### src/rtl/flash_status_pkg.sv
package flash_status_pkg;

  localparam int STAT_W = 8;
  localparam int RUN_BIT = 6;
  localparam int SECT_BIT = 2;

  // Status word: only the two toggle positions are ever set.
  function automatic logic [STAT_W-1:0] status_byte(logic run_tog, logic sect_tog);
    logic [STAT_W-1:0] b;
    b = '0;
    b[RUN_BIT] = run_tog;
    b[SECT_BIT] = sect_tog;
    return b;
  endfunction

  // Cycle count of an operation: guard burst if nothing may be touched.
  function automatic int unsigned run_len(logic blocked, int unsigned normal_len,
                                          int unsigned guard_len);
    return blocked ? guard_len : normal_len;
  endfunction

  function automatic int unsigned max3(int unsigned a, int unsigned b, int unsigned c);
    int unsigned m;
    m = (a > b) ? a : b;
    return (m > c) ? m : c;
  endfunction

endpackage

### src/rtl/fsg_sector_decode.sv
module fsg_sector_decode #(
  parameter int ADDR_W = 8,
  parameter int NUM_SECTORS = 8
) (
  input  logic [ADDR_W-1:0]      addr,
  output logic [NUM_SECTORS-1:0] hit
);
  localparam int SEC_W = $clog2(NUM_SECTORS);
  localparam int SHIFT = ADDR_W - SEC_W;

  logic [ADDR_W-1:0] sec_idx;
  assign sec_idx = addr >> SHIFT;

  for (genvar s = 0; s < NUM_SECTORS; s++) begin : g_hit
    assign hit[s] = (sec_idx == ADDR_W'(s));
  end

  always_comb begin
    assert ($onehot0(hit)) else $error("AST_ONE_SECTOR");
  end
endmodule

### src/rtl/fsg_op_timer.sv
module fsg_op_timer #(
  parameter int CNT_W = 6
) (
  input  logic             clk,
  input  logic             rst,
  input  logic             start,
  input  logic [CNT_W-1:0] len,
  input  logic             hold,
  output logic             active
);
  logic [CNT_W-1:0] cnt;
  logic             last_tick;

  assign last_tick = active && !hold && (cnt == CNT_W'(1));

  always_ff @(posedge clk) begin
    if (rst) begin
      active <= 1'b0;
      cnt    <= '0;
    end else if (start) begin
      active <= 1'b1;
      cnt    <= len;
    end else if (active && !hold) begin
      if (last_tick) active <= 1'b0;
      cnt <= cnt - CNT_W'(1);
    end
  end

  AST_TMR_LOAD: assert property (@(posedge clk) disable iff (rst)
    start |=> (active && cnt == $past(len))) else $error("AST_TMR_LOAD");
  AST_TMR_FREEZE: assert property (@(posedge clk) disable iff (rst)
    (active && hold && !start) |=> (active && $stable(cnt))) else $error("AST_TMR_FREEZE");
endmodule

### src/rtl/fsg_read_path.sv
module fsg_read_path
  import flash_status_pkg::*;
(
  input  logic              clk,
  input  logic              rst,
  input  logic              rd_stb,
  input  logic              run_en,
  input  logic              sect_en,
  input  logic [STAT_W-1:0] arr_data,
  output logic [STAT_W-1:0] rd_data
);
  logic run_tog, sect_tog;
  logic run_nxt, sect_nxt, status_sel;

  assign run_nxt    = run_tog ^ run_en;
  assign sect_nxt   = sect_tog ^ sect_en;
  assign status_sel = run_en || sect_en;

  always_ff @(posedge clk) begin
    if (rst) begin
      run_tog  <= 1'b0;
      sect_tog <= 1'b0;
      rd_data  <= '0;
    end else if (rd_stb) begin
      run_tog  <= run_nxt;
      sect_tog <= sect_nxt;
      rd_data  <= status_sel ? status_byte(run_nxt, sect_nxt) : arr_data;
    end
  end

  AST_RUN_FLIP: assert property (@(posedge clk) disable iff (rst)
    (rd_stb && run_en) |=> (run_tog != $past(run_tog))) else $error("AST_RUN_FLIP");
  AST_RUN_STEADY: assert property (@(posedge clk) disable iff (rst)
    (rd_stb && !run_en) |=> $stable(run_tog)) else $error("AST_RUN_STEADY");
  AST_SECT_IDLE: assert property (@(posedge clk) disable iff (rst)
    (!rd_stb || !sect_en) |=> $stable(sect_tog)) else $error("AST_SECT_IDLE");
  AST_ARRAY_PASS: assert property (@(posedge clk) disable iff (rst)
    (rd_stb && !status_sel) |=> (rd_data == $past(arr_data))) else $error("AST_ARRAY_PASS");
endmodule

### src/rtl/flash_status_gen.sv
module flash_status_gen
  import flash_status_pkg::*;
#(
  parameter int NUM_SECTORS        = 8,
  parameter int ADDR_W             = 8,
  parameter int OP_CYCLES          = 12,
  parameter int ERASE_GUARD_CYCLES = 30,
  parameter int PROG_GUARD_CYCLES  = 3
) (
  input  logic                   clk,
  input  logic                   rst,
  input  logic                   cmd_done,
  input  logic                   op_is_erase,
  input  logic [ADDR_W-1:0]      cmd_addr,
  input  logic [NUM_SECTORS-1:0] erase_sel,
  input  logic [NUM_SECTORS-1:0] prot_mask,
  input  logic                   susp_in,
  input  logic                   rd_stb,
  input  logic [ADDR_W-1:0]      rd_addr,
  input  logic [STAT_W-1:0]      arr_data,
  output logic                   ready,
  output logic [STAT_W-1:0]      rd_data
);
  localparam int MAX_LEN = max3(OP_CYCLES, ERASE_GUARD_CYCLES, PROG_GUARD_CYCLES);
  localparam int CNT_W   = $clog2(MAX_LEN + 1);

  // Sector decode of the read and command addresses
  logic [NUM_SECTORS-1:0] rd_hit, cmd_hit;

  fsg_sector_decode #(.ADDR_W(ADDR_W), .NUM_SECTORS(NUM_SECTORS)) u_rd_dec (
    .addr(rd_addr), .hit(rd_hit));
  fsg_sector_decode #(.ADDR_W(ADDR_W), .NUM_SECTORS(NUM_SECTORS)) u_cmd_dec (
    .addr(cmd_addr), .hit(cmd_hit));

  // Operation state, named for the checks below
  logic                   er_pend, pg_act, er_guard;
  logic [NUM_SECTORS-1:0] eff_mask, live_mask;
  logic                   er_hold, er_suspended, er_run;
  logic                   acc_erase, acc_prog, all_prot, pg_blocked;
  logic [CNT_W-1:0]       er_len, pg_len;
  logic                   run_en, sect_en;

  assign live_mask    = erase_sel & ~prot_mask;
  assign all_prot     = (live_mask == '0);
  assign pg_blocked   = |(cmd_hit & prot_mask);
  assign er_hold      = (susp_in || pg_act) && !er_guard;
  assign er_suspended = er_pend && er_hold;
  assign er_run       = er_pend && !er_hold;

  assign acc_erase = cmd_done && op_is_erase && !er_pend && !pg_act;
  assign acc_prog  = cmd_done && !op_is_erase && !pg_act && (!er_pend || er_suspended);

  assign er_len = CNT_W'(run_len(all_prot, OP_CYCLES, ERASE_GUARD_CYCLES));
  assign pg_len = CNT_W'(run_len(pg_blocked, OP_CYCLES, PROG_GUARD_CYCLES));

  always_ff @(posedge clk) begin
    if (rst) begin
      eff_mask <= '0;
      er_guard <= 1'b0;
    end else if (acc_erase) begin
      eff_mask <= live_mask;
      er_guard <= all_prot;
    end
  end

  fsg_op_timer #(.CNT_W(CNT_W)) u_er_tmr (
    .clk(clk), .rst(rst), .start(acc_erase), .len(er_len),
    .hold(er_hold), .active(er_pend));

  fsg_op_timer #(.CNT_W(CNT_W)) u_pg_tmr (
    .clk(clk), .rst(rst), .start(acc_prog), .len(pg_len),
    .hold(1'b0), .active(pg_act));

  assign run_en  = er_run || pg_act;
  assign sect_en = er_pend && |(rd_hit & eff_mask);
  assign ready   = !run_en;

  fsg_read_path u_rd (
    .clk(clk), .rst(rst), .rd_stb(rd_stb), .run_en(run_en),
    .sect_en(sect_en), .arr_data(arr_data), .rd_data(rd_data));

  AST_ERASE_REJECT: assert property (@(posedge clk) disable iff (rst)
    (cmd_done && op_is_erase && (er_pend || pg_act)) |=> $stable(eff_mask))
    else $error("AST_ERASE_REJECT");
  AST_SUSP_KEEP: assert property (@(posedge clk) disable iff (rst)
    (er_pend && susp_in && !er_guard) |=> er_pend) else $error("AST_SUSP_KEEP");
  AST_PROG_BUSY: assert property (@(posedge clk) disable iff (rst)
    acc_prog |=> !ready) else $error("AST_PROG_BUSY");
  AST_GUARD_NO_SECT: assert property (@(posedge clk) disable iff (rst)
    er_guard |-> !sect_en) else $error("AST_GUARD_NO_SECT");
  AST_READY_RESET: assert property (@(posedge clk)
    rst |=> ready) else $error("AST_READY_RESET");
endmodule

### config.mk
export PLATFORM = sky130hd
export DESIGN_NAME = flash_status_gen
export DESIGN_NICKNAME = d
export VERILOG_FILES = /design/src/rtl/flash_status_pkg.sv /design/src/rtl/fsg_sector_decode.sv /design/src/rtl/fsg_op_timer.sv /design/src/rtl/fsg_read_path.sv /design/src/rtl/flash_status_gen.sv
export SDC_FILE = /design/constraint.sdc
export NUM_CORES = 1
export LEC_CHECK = 0
export BUFFER_PORTS_ARGS = -buffer_cell sky130_fd_sc_hd__buf_2
export CAP_MARGIN = 0
export CELL_PAD_IN_SITES_DETAIL_PLACEMENT = 0
export CELL_PAD_IN_SITES_GLOBAL_PLACEMENT = 2
export CORE_UTILIZATION = 26
export CTS_BUF_LIST = sky130_fd_sc_hd__clkbuf_4 sky130_fd_sc_hd__clkbuf_8
export DETAILED_ROUTE_END_ITERATION = 12
export GPL_ROUTABILITY_DRIVEN = 1
export GPL_TIMING_DRIVEN = 0
export MAX_ROUTING_LAYER = met4
export PLACE_DENSITY_LB_ADDON = 0.2
export RECOVER_POWER = 100
export SYNTH_ARGS = -nofsm -noshare
export SYNTH_HDL_FRONTEND = slang
export SYNTH_SLANG_ARGS = --single-unit
### constraint.sdc
create_clock -name clk -period 1.6 [get_ports clk]
set_input_delay 0.08 -clock clk [delete_from_list [all_inputs] [get_ports clk]]
set_output_delay 0.08 -clock clk [all_outputs]
set_load 0.005 [all_outputs]
======== Word-level counts from Yosys, hierarchy flattened ========
Index checks and enable logic that the tools add are counted.
cells by class
  add/subtract/negate cells ............... 2
  equal/unequal tests ..................... 16
  muxes and demuxes ....................... 13
  bitwise logic cells ..................... 6
  reductions and logical operators ........ 31
operators by type and width
  cell                                                                 number
  5-bit 2-to-1 mux                                                     5
  8-bit AND                                                            3
  3-bit == test (second input constant)                                8
  8-bit logical NOT                                                    3
  8-bit OR reduction                                                   2
  3-bit by 2-bit == test with 1-bit output (second input constant)     4
  1-bit logical AND                                                    12
  5-bit by 1-bit == test with 1-bit output (second input constant)     2
  5-bit by 1-bit subtractor with 5-bit output (second input constant)  2
  8-bit 2-to-1 mux                                                     1
  8-bit NOT                                                            1
  3-bit by 1-bit == test with 1-bit output (second input constant)     2
  1-bit logical NOT                                                    6
  1-bit 2-to-1 mux                                                     6
  2-bit nonzero test                                                   3
  1-bit logical OR                                                     4
  4-bit 2-to-1 mux                                                     1
  2-bit AND reduction                                                  1
  1-bit XOR                                                            2
word-level totals
  register bits after elaboration ......... 31
  input bits .............................. 46
  word-level logic and storage cells ...... 77

======== Longest topological paths before layout ========
Gate-level depths: netlist of run 1.
  depth in word-level cells ............... 8
  gate-level depth with buffers ........... 7

======== Hierarchy ========
A second synthesis of run 1 with hierarchy kept.
second synthesis, totals
  cell total of the unflattened synthesis .. 196
  area total of the unflattened synthesis .. 1766.7 sq um
by module, submodules not included
  module             times used  cells an instance  area an instance (sq um)  seq. area each (sq um)
  fsg_op_timer       2           35                 331.6                     120.1
  flash_status_gen   1           62                 533.0                     180.2
  fsg_read_path      1           48                 440.4                     200.2
  fsg_sector_decode  2           8                  65.1                      0.0

======== Worst setup path before layout of run 1 ========
OpenSTA, ideal clock, no wires.
  path kind ............................... reg2reg
  from .................................... register er_guard
  to ...................................... register u_pg_tmr.cnt[1]
  data arrival time ....................... 1446 ps
  data required time ...................... 1483 ps
  slack ................................... 37 ps
  stages on the path, launching flop included .. 7
  path buffers ............................ 0
  clock period less this slack ............ 1563 ps
  cells stage by stage .................... dfxtp_1 > nand2b_1 > a21o_1 > inv_1 > nand3b_1 > or2_4 > a22o_1
on the way
  longest elaborated chain between the ends .. 6
  elaborated cells on any way between the ends .. 7
  classes of those cells .................. mux (1); reduce/logical (6)
RTL lines
  element                                                 line                    text
  from (decl)                                             flash_status_gen.sv:36  logic er_pend, pg_act, er_guard;
  from (signal assigned)                                  flash_status_gen.sv:62  er_guard <= all_prot;
  1-bit logical NOT *                                     flash_status_gen.sv:46  assign er_hold = (susp_in || pg_act) && !er_guard;
  1-bit logical AND *                                     flash_status_gen.sv:46
  1-bit logical AND *                                     flash_status_gen.sv:47  assign er_suspended = er_pend && er_hold;
  1-bit logical OR *                                      flash_status_gen.sv:51  assign acc_prog = cmd_done && !op_is_erase && !pg_act && (!er_pend || er_suspended);
  1-bit logical AND *                                     flash_status_gen.sv:51
  5-bit 2-to-1 mux or 2-bit nonzero test (tied branches)  n/a
  to (signal assigned)                                    fsg_op_timer.sv:22      cnt <= len;
  to (signal assigned)                                    fsg_op_timer.sv:25      cnt <= cnt - CNT_W'(1);
  to (decl)                                               fsg_op_timer.sv:11      logic [CNT_W-1:0] cnt;
Every way passes the cells marked *; elsewhere a longest branch is shown, timed or not.
A chain may end at the register's enable or synchronous reset.

======== Worst setup path in the final report of run 1 ========
  from .................................... register eff_mask[6]
  to ...................................... register u_rd.rd_data[6]
on the way
  longest elaborated chain between the ends .. 5
RTL lines
  element                 line                    text
  from (decl)             flash_status_gen.sv:37  logic [NUM_SECTORS-1:0] eff_mask, live_mask;
  from (signal assigned)  flash_status_gen.sv:61  eff_mask <= live_mask;
  8-bit AND               flash_status_gen.sv:75  assign sect_en = er_pend && |(rd_hit & eff_mask);
  8-bit OR reduction      flash_status_gen.sv:75
  1-bit logical AND       flash_status_gen.sv:75
  1-bit logical OR        fsg_read_path.sv:17     assign status_sel = run_en || sect_en;
  8-bit 2-to-1 mux        fsg_read_path.sv:27     rd_data <= status_sel ? status_byte(run_nxt, sect_nxt) : arr_data;
  to (signal assigned)    fsg_read_path.sv:27
  to (decl)               fsg_read_path.sv:10     output logic [STAT_W-1:0] rd_data
Every way passes these cells.

==> results of run 1 <==
[per-layer routing]
metal,part of all wire (%),vias to the layer above,track usage [%]
met5,0,-,-
met4,1.6,0,6.00
met3,3.4,8,3.54
met2,48,19,25.6
met1,47,692,16.9
li1,-,745,-
[report_power, final]
group | internal, mW | switching [mW] | leakage (nW)
combinational | 0.167 | 0.179 | 0.513
sequential | 0.827 | 0.0436 | 0.254
clock | 0.337 | 0.298 | 0.0470
[final timing paths]
check,end,slack [ns],cells after the start
setup / recovery,u_rd.rd_data[6]$_SDFFE_PP0P_,0.04,5
hold / removal,u_rd.rd_data[5]$_SDFFE_PP0P_,0.05,3
setup reg to reg,u_rd.rd_data[6]$_SDFFE_PP0P_,0.04,5
hold reg to reg,eff_mask[2]$_SDFFE_PP0P_,0.45,2
[metrics by stage]
step / worst slack (ns) / cell area [um2] / utilization [%] / std cells / power, mW
after floorplan: 0.0374 / 1560 / - / 180 / 1.09
after global placement: -0.198 / 1870 / 33.2 / 296 / 1.22
after detailed placement: -0.187 / 1870 / 33.2 / 296 / 1.22
after CTS: 0.00251 / 1980 / 35.0 / 304 / 1.87
after global routing: -0.0401 / 2000 / 35.5 / 304 / 1.97
final: 0.0429 / 2000 / 35.5 / 304 / 1.85
[worst max-delay path: cells and delay by family (launching register included)]
family	cells	cell delay [ns]
DFF	1	0.32
and+or+nand+nor	2	0.23
muxes	1	0.50
AOI/OAI and AO/OA	1	0.23
buffers and inverters	1	0.17
[Yosys cell counts (2+ instances only)]
cell type / count / area, um2
clkbuf_1: 5 / 18.8
nand2_1: 25 / 93.8
dfxtp_1: 31 / 621
nand3_1: 5 / 25.0
nor2b_1: 9 / 56.3
a21o_1: 2 / 15.0
nor3_1: 5 / 25.0
a21oi_1: 17 / 85.1
o21bai_1: 2 / 15.0
nand3b_1: 3 / 22.5
nor2_1: 14 / 52.6
nand2b_1: 2 / 12.5
mux4_1: 2 / 52.6
a32oi_1: 6 / 52.6
buf_2: 2 / 10.0
inv_1: 7 / 26.3
ha_1: 4 / 50.1
xor2_1: 3 / 26.3
mux2i_1: 2 / 20.0
nor4_1: 5 / 31.3
o21ai_0: 2 / 10.0
xnor2_1: 4 / 35.0
[cell families (layout without fill, tap and decap cells)]
kind of cell	after synthesis	in the layout	share of synthesized area, %
multiplexers	6	6	6.81
AND/OR/NAND/NOR	78	78	26.0
AO/OA/AOI/OAI	39	39	16.6
XOR/XNOR	7	7	3.92
flip-flops	31	31	39.7
buffers and inverters	15	67	3.76
adder cells (fa/ha/maj)	4	4	3.20
[state kept, by name (all words and copies together) (netlist names)]
name	flops
eff_mask	8
u_rd.rd_data	8
u_er_tmr.cnt	5
u_pg_tmr.cnt	5
er_guard	1
u_er_tmr.active	1
u_pg_tmr.active	1
u_rd.run_tog	1
u_rd.sect_tog	1
[cell type report]
class | instances | area share, %
multi-input combinational | 134 | 45.7
sequential | 31 | 31.1
timing repair buffer | 45 | 11.0
tap | 72 | 4.50
clock buffer | 6 | 4.13
buffer | 8 | 2.06
inverter | 7 | 1.31
clock inverter | 1 | 0.250
[what timing repair did]
action | in CTS | in global routing
setup endpoints to repair | 12 | 17
hold buffers | 0 | 0
gates resized for setup | 3 | 9
buffers inserted | 1 | 0
pin swaps | 1 | 0
==> metrics.md, run 1 <==
| Metric | Value |
|---|---|
| Fraction of layout cells with a size suffix above 1 | 26.7% |
| Antenna Cells | 0 |
| Lkg Pwr | 0.814 nW |
| GRT Resource Usage Total | 15.0% |
| Fill count | 620 |
| Crit path launch type | register |
| Area Overhead vs Synth | 28.1% |
| Worst path cell trace | mux4_2 > o2111ai_4 > buf_6 > and4b_1 > nor3_1 |
| CTS tree | yes |
| Pwr per Cell Area | 925 nW/um2 |
| Most frequent cells in the layout | 40 x buf_2, 30 x dfxtp_1, 25 x nand2_1 |
| Reg2reg start | eff_mask[6]$_SDFFE_PP0P_ |
| Main synth FF type | dfxtp_1 |
| Slowest-stage cell, CP | mux4_2 |
| Critical Path Fanout Max | 10 |
| FF/Latch Area | 622 um2 |
| Vias in the first global route | 1478 |
| Final RePlAce weighted congestion | 0.771 |
| Clk_lat worst skew | 0.28 ns |
| Number of synthesized flops with an enable pin | 0 |
| Max VDD drop | 0.304 mV |
| Clock buffer depth | 2 |
| Max Fclk | 0.642 GHz |
| Yosys cell types | 45 |
| Seq/Total Area, Yosys | 39.7% |
| Crit-path max cell delay | 0.50 ns |
| Multi-input gate area | 915 um2 |
| Critical path arrival | 1.73 ns |
| Synth Area per Inst | 8.68 um2 |
| Total negative setup slack | 0 ns |
| CTS Sinks | 31 |
| FP Rows | 27 |
| Num CTS Buffers | 5 |
| Worst Min Path Start | arr_data[5] |
| Max-cap violations | 0 |
| First-pass GRT wire length | 7000 um |
| Worst slew pin tran | 0.534 ns |
| #FFs+latches synth | 31 |
| Largest net degree at the start of global routing | 11 |
| Die Span Y | 79.5 um |
| Pre-antenna DRT Iters | 4 |
| Req. time, crit path | 1.77 ns |
| Via count | 1464 |
| Post-Synthesis Cells | 180 |
| Core ar. | 5640 um2 |
| Iter 0 DRT Violations | 35 |
| Wire per inst | 13.6 um |
| WS Path Type | reg2reg |
| Commonest non-fill, non-tap cell in the layout | buf_2 |
| Die span in x | 79.5 um |
| Starting Density | 27.7% |
| Drc violations | 0 |
| Worst setup EP type | register |
| IO buf count | 44 |
| Final wirelength | 4150 um |
| Antenna viol nets, final | 0 |
| Synth Cell Area | 1560 um2 |
| Number of synthesis warnings | 0 |
| Final setup fails | 0 |
| Ys async rst share | 0% |
| RSZ-0062 raised after global routing | yes |
| CP startpoint | eff_mask[6]$_SDFFE_PP0P_ |
| Antenna violations before repair | 0 |
| Min Hold Slack | 0.0506 ns |
| Reg clk slew, reported paths | 0.07 ns |
| Mapped Nets | 230 |
| Htree depth | 2 |
| Clock skew | 0.00364 ns |
| Hold Crit Class | in2reg |
| Final worst path period need | 1.56 ns |
| Status | finished, final reports clean |
| Max_slew headroom | 64.4% |
| IO Count | 55 |
| Vias per cell | 4.82 |
| Nets@finish | 282 |
| Root buffer cell | clkbuf_8 |
| Final Hold Viols | 0 |
| Fin crit share | 97.3% |
| Total congestion overflow | 0 |
| Hpwl dp | 3140 um |
| Die ar. | 6320 um2 |
| Pins Over Slew Limit | 0 |
No activity file was read; power rests on OpenSTA's default activity.
==> run 2: changes to the inputs <==
--- a/config.mk
+++ b/config.mk
@@ -9,7 +9,8 @@
 export CAP_MARGIN = 0
 export CELL_PAD_IN_SITES_DETAIL_PLACEMENT = 0
 export CELL_PAD_IN_SITES_GLOBAL_PLACEMENT = 2
-export CORE_UTILIZATION = 26
+export CORE_MARGIN = 3
+export CORE_UTILIZATION = 31
 export CTS_BUF_LIST = sky130_fd_sc_hd__clkbuf_4 sky130_fd_sc_hd__clkbuf_8
 export DETAILED_ROUTE_END_ITERATION = 12
 export GPL_ROUTABILITY_DRIVEN = 1
==> constraint.sdc (replaced) <==
create_clock -name clk -period 1.8 [get_ports clk]
set_input_delay 0.09 -clock clk [delete_from_list [all_inputs] [get_ports clk]]
set_output_delay 0.09 -clock clk [all_outputs]
set_load 0.005 [all_outputs]
==> run 2 against run 1 <==
Net effect: combinational power decreased by 13%; total power is 9.3% lower; cell area is 1.6% lower; first-iteration DRC count is 51% higher; maximum frequency down 6.6%; critical path type unchanged; largest power group unchanged.
==> metrics.md, run 2 (synthesis gave the netlist of run 1 again) <==
| Metric | Value |
|---|---|
| Total negative setup slack | 0 ns (unchanged) |
| Commonest non-fill, non-tap cell in the layout | buf_2 |
| GRT Resource Usage Total | 15.0% (-0.067 points) |
| Slowest-stage cell, CP | mux4_2 |
| Biggest regs | eff_mask (8), u_rd.rd_data (8) |
| Final wirelength | 4090 um (-1.2%) |
| Worst setup EP type | register |
| RSZ-0062 raised after global routing | no |
| Iter 0 DRT Violations | 53 (+51%) |
| Fill count | 501 (-19%) |
| Max_slew headroom | 61.0% (-3.4 points) |
| Wire per inst | 13.6 um (about the same) |
| Die ar. | 5930 um2 (-6.2%) |
| IO buf count | 44 (unchanged) |
| Worst Path Buf+Inv | 1 (unchanged) |
| Pins Over Slew Limit | 0 (unchanged) |
| Final worst path period need | 1.67 ns (+0.109 ns) |
| Max-cap violations | 0 (unchanged) |
| IO Count | 55 (unchanged) |
| Fin crit share | 92.6% (-4.7 points) |
| Worst slew pin tran | 0.585 ns (+0.0512 ns) |
| Cell family with most CP delay | multiplexers |
| Clk_lat worst skew | 0.27 ns (about the same) |
| Drc violations | 0 (unchanged) |
| Pwr per Cell Area | 853 nW/um2 (-7.8%) |
| Root buffer cell | clkbuf_8 |
| DP Area | 1870 um2 (-0.33%) |
| Final Hold Viols | 0 (unchanged) |
| Max VDD drop | 0.326 mV (+7.5%) |
| Die span in x | 77 um (-3.2%) |
| Antenna Cells | 0 (unchanged) |
| Setup bufs post-CTS | 1 (unchanged) |
| Hpwl dp | 3280 um (+4.5%) |
| Area Overhead vs Synth | 26.0% |
| Largest net degree at the start of global routing | 11 (unchanged) |
| WS Path Type | reg2reg |
| Starting Density | 32.7% (+5.0 points) |
| Fraction of layout cells with a size suffix above 1 | 23.2% (-3.5 points) |
| CTS Sinks | 31 (unchanged) |
| Cell area after layout | 1970 um2 (-1.6%) |
| Clock buffer depth | 2 (unchanged) |
| Lkg Pwr | 0.809 nW (-0.53%) |
| Crit path launch type | register |
| Reg clk slew, reported paths | 0.06 ns (about the same) |
| CTS tree | yes |
| Final RePlAce weighted congestion | 0.799 (+3.8%) |
| Via count | 1493 (+2.0%) |
| Total power | 1.68 mW (-9.3%) |
| Max Fclk | 0.600 GHz (-6.6%) |
| Crit-path max cell delay | 0.45 ns (-0.05 ns) |
| CTS-repair resized insts | 0 (-3) |
| Hold buffers post-CTS | 0 (unchanged) |
| Antenna viol nets, final | 0 (unchanged) |
| Req. time, crit path | 1.96 ns (+0.19 ns) |
| Num CTS Buffers | 5 (unchanged) |
| Antenna violations before repair | 0 (unchanged) |
| Clock skew | 0.00420 ns (+0.000560 ns) |
| Status | finished, final reports clean |
| Worst path cell trace | mux4_2 > o2111ai_1 > clkbuf_2 > and4b_1 > nor3_1 |
| Vias per cell | 4.98 (+3.3%) |
| Vias in the first global route | 1520 (+2.8%) |
| Critical path arrival | 1.83 ns (+0.10 ns) |
| Total congestion overflow | 0 (unchanged) |
| Critical Path Fanout Max | 10 (unchanged) |
| Most frequent cells in the layout | 40 x buf_2, 31 x dfxtp_1, 25 x nand2_1 |
| Hold Crit Class | in2reg |
| FP Rows | 25 (-7.4%) |
| First-pass GRT wire length | 6900 um (-1.4%) |
| Pre-antenna DRT Iters | 4 (unchanged) |
| Htree depth | 2 (unchanged) |
| Nets@finish | 282 (unchanged) |
| Core ar. | 4790 um2 (-15%) |
| Die Span Y | 77 um (-3.2%) |
| Final setup fails | 0 (unchanged) |
-- run 2: path summary, 6_finish.rpt --
check / to / slack [ns] / from / depth (start not counted)
hold reg to reg: eff_mask[7]$_SDFFE_PP0P_ / 0.46 / eff_mask[7]$_SDFFE_PP0P_ / 2
hold / removal: u_rd.rd_data[4]$_SDFFE_PP0P_ / 0.07 / arr_data[4] / 3
setup reg to reg: u_rd.rd_data[6]$_SDFFE_PP0P_ / 0.13 / eff_mask[6]$_SDFFE_PP0P_ / 5
setup / recovery: u_rd.rd_data[6]$_SDFFE_PP0P_ / 0.13 / eff_mask[6]$_SDFFE_PP0P_ / 5
-- run 2: cell type report --
type / count / area [um2] / area share (%)
buffer: 8 / 32.5 / 1.65
tap: 67 / 83.8 / 4.26
timing repair buffer: 45 / 221 / 11.2
sequential: 31 / 621 / 31.5
clock buffer: 8 / 104 / 5.27
inverter: 7 / 26.3 / 1.33
multi-input combinational: 134 / 881 / 44.7
-- run 2: where the power goes --
group	total (mW)	switching, mW	internal, mW
clock	0.608	0.245	0.364
combinational	0.300	0.158	0.142
sequential	0.771	0.0358	0.736
total	1.68	0.438	1.24
-- run 2: metal layers --
metal | part of all wire (%) | GRT usage (%) | vias up
li1 | - | - | 745
met1 | 43 | 17.4 | 731
met2 | 54 | 26.2 | 13
met3 | 2.0 | 2.58 | 4
met4 | 0.95 | 4.80 | 0
met5 | 0 | - | -
-- run 2: worst min-delay path, delay by kind of cell --
kind | cells | cell delay [ns]
buf+inv | 1 | 0.08
compound gates | 1 | 0.07
simple gates | 1 | 0.07
-- run 2: per-stage QoR --
stage | setup WS, ns | utilization, % | hold WS, ns | std cells
floorplan | 0.237 | - | 0.257 | 180
global placement | 0.0131 | 39.0 | 0.347 | 291
detailed placement | -0.00949 | 39.0 | 0.356 | 291
CTS | 0.142 | 41.3 | 0.0701 | 300
global route | 0.0347 | 41.2 | 0.0747 | 300
finish | 0.134 | 41.2 | 0.0705 | 300
